--- config.mk ---
export PLATFORM = sky130hd
export DESIGN_NAME = bulkflash_cmd_ctrl
export DESIGN_NICKNAME = d
export VERILOG_FILES = /design/src/rtl/bfc_pkg.sv /design/src/rtl/bfc_sync.sv /design/src/rtl/bfc_wr_capture.sv /design/src/rtl/bfc_cmd_decode.sv /design/src/rtl/bfc_array_model.sv /design/src/rtl/bulkflash_cmd_ctrl.sv
export SDC_FILE = /design/constraint.sdc
export NUM_CORES = 1
export LEC_CHECK = 0
export ABC_CLOCK_PERIOD_IN_PS = 2300
export BUFFER_PORTS_ARGS = -buffer_cell sky130_fd_sc_hd__clkbuf_2
export CORE_MARGIN = 2
export CORE_UTILIZATION = 60
export CTS_BUF_LIST = sky130_fd_sc_hd__clkbuf_4
export CTS_CLUSTER_DIAMETER = 100
export DETAILED_ROUTE_END_ITERATION = 8
export PLACE_DENSITY = 0.78
export SETUP_SLACK_MARGIN = 0.05
export SLEW_MARGIN = 20
export SYNTH_ARGS = -nofsm -noshare
export SYNTH_HDL_FRONTEND = slang
export SYNTH_SLANG_ARGS = --single-unit
--- constraint.sdc ---
create_clock -name clk -period 2.3 [get_ports clk]
set_input_delay 0 -clock clk [delete_from_list [all_inputs] [get_ports clk]]
set_output_delay 0 -clock clk [all_outputs]
set_load 0.01 [all_outputs]
--- src/rtl/bfc_pkg.sv ---
package bfc_pkg;
   typedef enum logic [1:0] {
      M_READ    = 2'b00,
      M_IDENT   = 2'b01,
      M_ERS_ARM = 2'b10,
      M_PGM_ARM = 2'b11
   } bfc_mode_e;

   localparam logic [7:0] C_RD_A  = 8'h00;
   localparam logic [7:0] C_RD_B  = 8'hFF;
   localparam logic [7:0] C_ID_A  = 8'h80;
   localparam logic [7:0] C_ID_B  = 8'h90;
   localparam logic [7:0] C_ERS   = 8'h30;
   localparam logic [7:0] C_PGM_A = 8'h10;
   localparam logic [7:0] C_PGM_B = 8'h50;

   function automatic bfc_mode_e decode_cmd(input logic [7:0] c);
      case (c)
         C_ID_A, C_ID_B:   decode_cmd = M_IDENT;
         C_ERS:            decode_cmd = M_ERS_ARM;
         C_PGM_A, C_PGM_B: decode_cmd = M_PGM_ARM;
         default:          decode_cmd = M_READ;
      endcase
   endfunction
endpackage

--- src/rtl/bfc_sync.sv ---
module bfc_sync #(
   parameter int             W      = 3,
   parameter int             STAGES = 2,
   parameter logic [W-1:0]   RST_VAL = '0
) (
   input  logic         clk,
   input  logic         rst_n,
   input  logic [W-1:0] d,
   output logic [W-1:0] q
);
   logic [W-1:0] pipe [STAGES];

   always_ff @(posedge clk or negedge rst_n) begin
      if (!rst_n) pipe[0] <= RST_VAL;
      else        pipe[0] <= d;
   end

   for (genvar s = 1; s < STAGES; s++) begin : g_stage
      always_ff @(posedge clk or negedge rst_n) begin
         if (!rst_n) pipe[s] <= RST_VAL;
         else        pipe[s] <= pipe[s-1];
      end
   end

   assign q = pipe[STAGES-1];
endmodule

--- src/rtl/bfc_wr_capture.sv ---
module bfc_wr_capture #(
   parameter int AW        = 16,
   parameter int DW        = 8,
   parameter int MIN_PULSE = 2
) (
   input  logic          clk,
   input  logic          rst_n,
   input  logic          ce_s,
   input  logic          we_s,
   input  logic          oe_s,
   input  logic          lock,
   input  logic [AW-1:0] addr,
   input  logic [DW-1:0] din,
   output logic          wr_stb,
   output logic [AW-1:0] wr_addr,
   output logic [DW-1:0] wr_data
);
   localparam int CW = $clog2(MIN_PULSE + 1);
   localparam logic [CW-1:0] MIN_C = CW'(MIN_PULSE);

   logic          act, act_q, armed, live;
   logic [CW-1:0] cnt;
   logic [AW-1:0] addr_lat;

   assign act = ~ce_s & ~we_s & oe_s;

   always_ff @(posedge clk or negedge rst_n) begin
      if (!rst_n) begin
         act_q    <= 1'b1;
         armed    <= 1'b0;
         live     <= 1'b0;
         cnt      <= '0;
         addr_lat <= '0;
         wr_stb   <= 1'b0;
         wr_addr  <= '0;
         wr_data  <= '0;
      end else begin
         act_q  <= act;
         wr_stb <= 1'b0;
         if (lock)     armed <= 1'b0;
         else if (!act) armed <= 1'b1;
         if (act && !act_q) begin
            addr_lat <= addr;
            cnt      <= CW'(1);
            live     <= armed && !lock;
         end else if (act && cnt < MIN_C) begin
            cnt <= cnt + CW'(1);
         end
         if (lock) live <= 1'b0;
         if (act_q && !act) begin
            if (live && oe_s && cnt >= MIN_C && !lock) begin
               wr_stb  <= 1'b1;
               wr_addr <= addr_lat;
               wr_data <= din;
            end
            live <= 1'b0;
         end
      end
   end
endmodule

--- src/rtl/bfc_cmd_decode.sv ---
module bfc_cmd_decode
   import bfc_pkg::*;
#(
   parameter int AW = 16,
   parameter int DW = 8
) (
   input  logic          clk,
   input  logic          rst_n,
   input  logic          hv_ok,
   input  logic          lock,
   input  logic          wr_stb,
   input  logic [AW-1:0] wr_addr,
   input  logic [DW-1:0] wr_data,
   output bfc_mode_e     mode,
   output logic          erase_go,
   output logic          prog_go,
   output logic [AW-1:0] prog_addr,
   output logic [DW-1:0] prog_data
);
   always_ff @(posedge clk or negedge rst_n) begin
      if (!rst_n) begin
         mode      <= M_READ;
         erase_go  <= 1'b0;
         prog_go   <= 1'b0;
         prog_addr <= '0;
         prog_data <= '0;
      end else begin
         erase_go <= 1'b0;
         prog_go  <= 1'b0;
         if (!hv_ok || lock) begin
            mode <= M_READ;
         end else if (wr_stb) begin
            case (mode)
               M_PGM_ARM: begin
                  prog_go   <= 1'b1;
                  prog_addr <= wr_addr;
                  prog_data <= wr_data;
                  mode      <= M_READ;
               end
               M_ERS_ARM: begin
                  erase_go <= (wr_data[7:0] == C_ERS);
                  mode     <= M_READ;
               end
               default: mode <= decode_cmd(wr_data[7:0]);
            endcase
         end
      end
   end
endmodule

--- src/rtl/bfc_array_model.sv ---
module bfc_array_model #(
   parameter int DW    = 8,
   parameter int DEPTH = 16,
   localparam int IW   = $clog2(DEPTH)
) (
   input  logic          clk,
   input  logic          rst_n,
   input  logic          erase_go,
   input  logic          prog_go,
   input  logic [IW-1:0] prog_idx,
   input  logic [DW-1:0] prog_data,
   input  logic [IW-1:0] rd_idx,
   output logic [DW-1:0] rd_data
);
   logic [DW-1:0] mem [DEPTH];

   always_ff @(posedge clk or negedge rst_n) begin
      if (!rst_n) begin
         for (int i = 0; i < DEPTH; i++) mem[i] <= '1;
      end else if (erase_go) begin
         for (int i = 0; i < DEPTH; i++) mem[i] <= '1;
      end else if (prog_go) begin
         mem[prog_idx] <= mem[prog_idx] & prog_data;
      end
   end

   assign rd_data = mem[rd_idx];
endmodule

--- src/rtl/bulkflash_cmd_ctrl.sv ---
module bulkflash_cmd_ctrl
   import bfc_pkg::*;
#(
   parameter int          AW          = 16,
   parameter int          DW          = 8,
   parameter int          DEPTH       = 16,
   parameter int          MIN_PULSE   = 2,
   parameter int          SYNC_STAGES = 2,
   parameter logic [7:0]  MFR_CODE    = 8'h01,
   parameter logic [7:0]  DEV_CODE    = 8'h25
) (
   input  logic          clk,
   input  logic          rst_n,
   input  logic          hv_ok,
   input  logic          vlow,
   input  logic          ce_n,
   input  logic          we_n,
   input  logic          oe_n,
   input  logic [AW-1:0] addr,
   input  logic [DW-1:0] din,
   output logic [DW-1:0] dout,
   output logic [1:0]    mode_o,
   output logic          erase_go,
   output logic          prog_go,
   output logic [AW-1:0] prog_addr,
   output logic [DW-1:0] prog_data
);
   localparam int IW = $clog2(DEPTH);

   initial begin
      if (DW != 8)                 $fatal(1, "command path needs byte data");
      if (DEPTH < 2 || (1 << IW) != DEPTH) $fatal(1, "DEPTH must be a power of two");
      if (IW > AW)                 $fatal(1, "DEPTH exceeds address space");
      if (MIN_PULSE < 1)           $fatal(1, "MIN_PULSE must be at least 1");
      if (SYNC_STAGES < 2)         $fatal(1, "SYNC_STAGES must be at least 2");
   end

   logic [2:0]    strobe_s;
   logic          ce_s, we_s, oe_s;
   logic          wr_stb;
   logic [AW-1:0] wr_addr;
   logic [DW-1:0] wr_data;
   bfc_mode_e     mode;
   logic [DW-1:0] arr_rd;
   logic [DW-1:0] rd_mux;

   // reset value looks like a write in progress, so a cycle open at power-up is never armed
   bfc_sync #(.W(3), .STAGES(SYNC_STAGES), .RST_VAL(3'b001)) u_sync (
      .clk(clk), .rst_n(rst_n), .d({ce_n, we_n, oe_n}), .q(strobe_s)
   );
   assign ce_s = strobe_s[2];
   assign we_s = strobe_s[1];
   assign oe_s = strobe_s[0];

   bfc_wr_capture #(.AW(AW), .DW(DW), .MIN_PULSE(MIN_PULSE)) u_cap (
      .clk(clk), .rst_n(rst_n), .ce_s(ce_s), .we_s(we_s), .oe_s(oe_s),
      .lock(vlow), .addr(addr), .din(din),
      .wr_stb(wr_stb), .wr_addr(wr_addr), .wr_data(wr_data)
   );

   bfc_cmd_decode #(.AW(AW), .DW(DW)) u_dec (
      .clk(clk), .rst_n(rst_n), .hv_ok(hv_ok), .lock(vlow),
      .wr_stb(wr_stb), .wr_addr(wr_addr), .wr_data(wr_data),
      .mode(mode), .erase_go(erase_go), .prog_go(prog_go),
      .prog_addr(prog_addr), .prog_data(prog_data)
   );

   bfc_array_model #(.DW(DW), .DEPTH(DEPTH)) u_arr (
      .clk(clk), .rst_n(rst_n), .erase_go(erase_go), .prog_go(prog_go),
      .prog_idx(prog_addr[IW-1:0]), .prog_data(prog_data),
      .rd_idx(addr[IW-1:0]), .rd_data(arr_rd)
   );

   always_comb begin
      if (mode == M_IDENT) begin
         if (addr[AW-1:1] != '0) rd_mux = '0;
         else                    rd_mux = addr[0] ? DEV_CODE : MFR_CODE;
      end else begin
         rd_mux = arr_rd;
      end
   end

   always_ff @(posedge clk or negedge rst_n) begin
      if (!rst_n)             dout <= '0;
      else if (!ce_s && !oe_s) dout <= rd_mux;
      else                    dout <= '0;
   end

   assign mode_o = mode;
endmodule

==> impl_metrics.env <==
export IMPL_outcome="completed"
export IMPL_postCtsHoldBufs=36
export IMPL_wire_per_inst_um=22.6
export IMPL_grt_busiest_layer="met2"
export IMPL_portBuffers=66
export IMPL_yosysSeqAreaShare=0.517
export IMPL_viasPerCell=6.48
export IMPL_synth_cell_types=55
export IMPL_p_sw_uw=1840
export IMPL_remaining_drc_errors=0
export IMPL_max_vdd_ir_drop_v=0.000680
export IMPL_n_fill_cell=1203
export IMPL_rr_worst_depth=4
export IMPL_fp_coreArea_um2=17400
export IMPL_ant_nets=0
export IMPL_max_freq_ghz=0.483
export IMPL_synth_area_leaders="dfstp_2 32%, dfrtp_1 20%, mux2_2 7.8%"
export IMPL_numCtsBuffers=55
export IMPL_cts_repair_resized=0
export IMPL_cts_tree="done"
export IMPL_seqPwrFrac=0.504
export IMPL_clk_pin_slew_ps=70
export IMPL_yosysTopAreaCell="dfstp_2"
export IMPL_fin_crit_ps=2070
export IMPL_area_growth_syn_to_layout_pct=18.7
export IMPL_drtPass1Iterations=6
export IMPL_clock_skew_ps=46.9
export IMPL_yosysWarnings=0
export IMPL_synthTopCellsByCount="160 x nor2_1, 131 x dfstp_2, 128 x a31oi_1"
export IMPL_period_share=0.899
export IMPL_cts_buffer_depth=3
export IMPL_async_flop_share=1.00
export IMPL_synth_cells=932
export IMPL_synth_nets=964
export IMPL_powerDensity_nw_per_um2=615
export IMPL_critical_path_max_fanout=19
export IMPL_htree_levels=2
export IMPL_clock_latency_ps=690
export IMPL_first_iter_violations=967
export IMPL_slew_violations=0
export IMPL_gp_congestion=0.893
export IMPL_syn_area_per_cell_um2=11.5
export IMPL_die_h_um=138
export IMPL_grt_use_total=0.336
export IMPL_use_met1=0.458
export IMPL_endpoint="dout[0]"
export IMPL_via_count=8905
export IMPL_synth_top_area_frac=0.320
export IMPL_multi_input_area_um2=4820
export IMPL_dp_final_hpwl_mm=19.7
export IMPL_row_count=48
export IMPL_synth_edf_count=0
export IMPL_whs_ps=78.5
export IMPL_p_leak_uw=0.00535
export IMPL_critPathKind="in -> reg"
export IMPL_tns_ps=0
export IMPL_end_kind="register"
export IMPL_postCtsSetupRepairBufs=0
export IMPL_crit_arrival_ps=2640
export IMPL_overflow=0
export IMPL_startpoint="addr[2]"
export IMPL_finalHoldViolCount=0
export IMPL_final_nets=1141
export IMPL_cts_sinks=216
export IMPL_combPwrFrac=0.051
export IMPL_ff2ff_setup_slack_ps=250
export IMPL_setup_viol=0
export IMPL_grt_start_max_net_pins=66
export IMPL_rr_startpoint="u_sync.q[0]"
export IMPL_slew_headroom=0.329
export IMPL_clkPwrFrac=0.445
export IMPL_drive_gt1_frac=0.422
export IMPL_rsz0062_at_grt="false"
export IMPL_drv_cap=0
export IMPL_hold_class="in -> reg"
export IMPL_yosysMostFrequentCell="nor2_1"
export IMPL_intPower_uw=6010
export IMPL_ys_ff_latch=216
export IMPL_grt_util_met3=0.0822
export IMPL_dieArea_um2=19000
export IMPL_worst_pin_slew_ps=999
export IMPL_cts_root_buf="clkbuf_4"
export IMPL_rr_endpoint="u_cap.addr_lat[1]"
export IMPL_antenna_found_initial=2
export IMPL_critPathLaunchType="input pin"
export IMPL_ioPinCount=67
export IMPL_regArea_um2=5570
export IMPL_ys_flop_type="dfstp_2"
export IMPL_wl_mm=31.1
export IMPL_use_met2=0.507
export IMPL_grt_pass1_vias=8853
export IMPL_initial_core_util=0.618
export IMPL_grt_pass1_wl_mm=47.7
export IMPL_required_ps=2870
export IMPL_die_width_um=138
export IMPL_switching_share=0.235
export IMPL_synth_area_um2=10800
==> power by group through the flow <==
stage               combinational, uW  clock, uW  sequential (uW)
finish                            402       3490             3960
global route                      441       3740             3970
CTS                               401       3520             3950
detailed placement                353          0             4010
global placement                  341          0             4010
floorplan                         184          0             4000
==> layout by cell type, fill, tap and decap left out, drive strengths merged, types with 2 or more instances in the layout <==
cell         instances
dfstp              131
o21ai               17
a2111oi              3
mux2i               81
nand2b              16
a21boi               5
a21oi               24
nand2               29
nor2               162
bufinv               2
clkinv               8
nor4                 5
o31ai                4
buf                 75
nand3               19
clkbuf             153
mux4                21
or3b                 2
dlygate4sd3         36
nand3b               6
mux2                77
a211oi               2
inv                  3
dfrtp               85
nor3                 6
nor2b                9
a31o                 5
a31oi              129
a22oi               23
==> layer usage <==
metal / vias up / part of all wire
li1: 3845 / -
met1: 4412 / 0.39
met2: 534 / 0.46
met3: 114 / 0.10
met4: 0 / 0.045
met5: - / 0
==> through the flow <==
step           setup WS [ps]  power (uW)  std cells  utilization  area [um2]
2_1_floorplan            470        4180        932            -       10800
3_3_place_gp             312        4350       1241        0.670       11700
3_5_place_dp             277        4370       1241        0.670       11700
4_1_cts                  264        7880       1374        0.733       12800
5_1_grt                  185        8140       1375        0.733       12800
6_report                 231        7850       1375        0.733       12800
==> how the worst min path moves through the flow <==
stage                      start            endpoint  slack (ps)  depth (start not counted)
after floorplan            rst_n             dout[0]        -300                          0
after detailed placement    oe_n      u_sync.pipe[3]         100                          1
final                     din[3]    u_cap.wr_data[3]          80                          3
after global placement     rst_n  u_dec.prog_addr[1]         110                          1
after global routing      din[3]    u_cap.wr_data[3]          80                          3
after CTS                 din[2]    u_cap.wr_data[2]          50                          3
==> state kept, by name, summed over array words and instances (netlist names) <==
signal,cells
u_cap.addr_lat,16
u_dec.prog_data,8
u_cap.wr_stb,1
u_cap.wr_data,8
u_cap.armed,1
u_sync.q,3
u_arr.mem,128
u_cap.act_q,1
u_dec.erase_go,1
u_dec.mode,2
u_cap.live,1
u_dec.prog_go,1
u_sync.pipe,3
u_dec.prog_addr,16
u_cap.cnt,2
dout,8
u_cap.wr_addr,16
==> final cells by class <==
cell class                      count  area share
Antenna cell                        1    0.000196
Clock buffer                       87      0.0511
Clock inverter                     10     0.00735
Inverter                            4     0.00118
Multi-Input combinational cell    655       0.377
Sequential cell                   216       0.436
Tap cell                          225      0.0220
Timing Repair Buffer              177       0.105
==> cells by family after synthesis <==
| group | after synthesis | synth area share |
|---|---|---|
| AOI/OAI and AO/OA | 214 | 0.131 |
| adders and majority gates | 1 | 0.00116 |
| buffers and inverters | 61 | 0.0351 |
| DFF | 216 | 0.517 |
| muxes | 179 | 0.200 |
| and+or+nand+nor | 261 | 0.115 |
==> critical path, cell delays in order <==
cell           delay, ps
dlygate4sd3_1        520
clkbuf_2             330
buf_4                380
mux4_2               360
mux2_2               320
nand2_1               80
a31oi_1               70
dlygate4sd3_1        560
No activity file was read; power rests on OpenSTA's default activity.
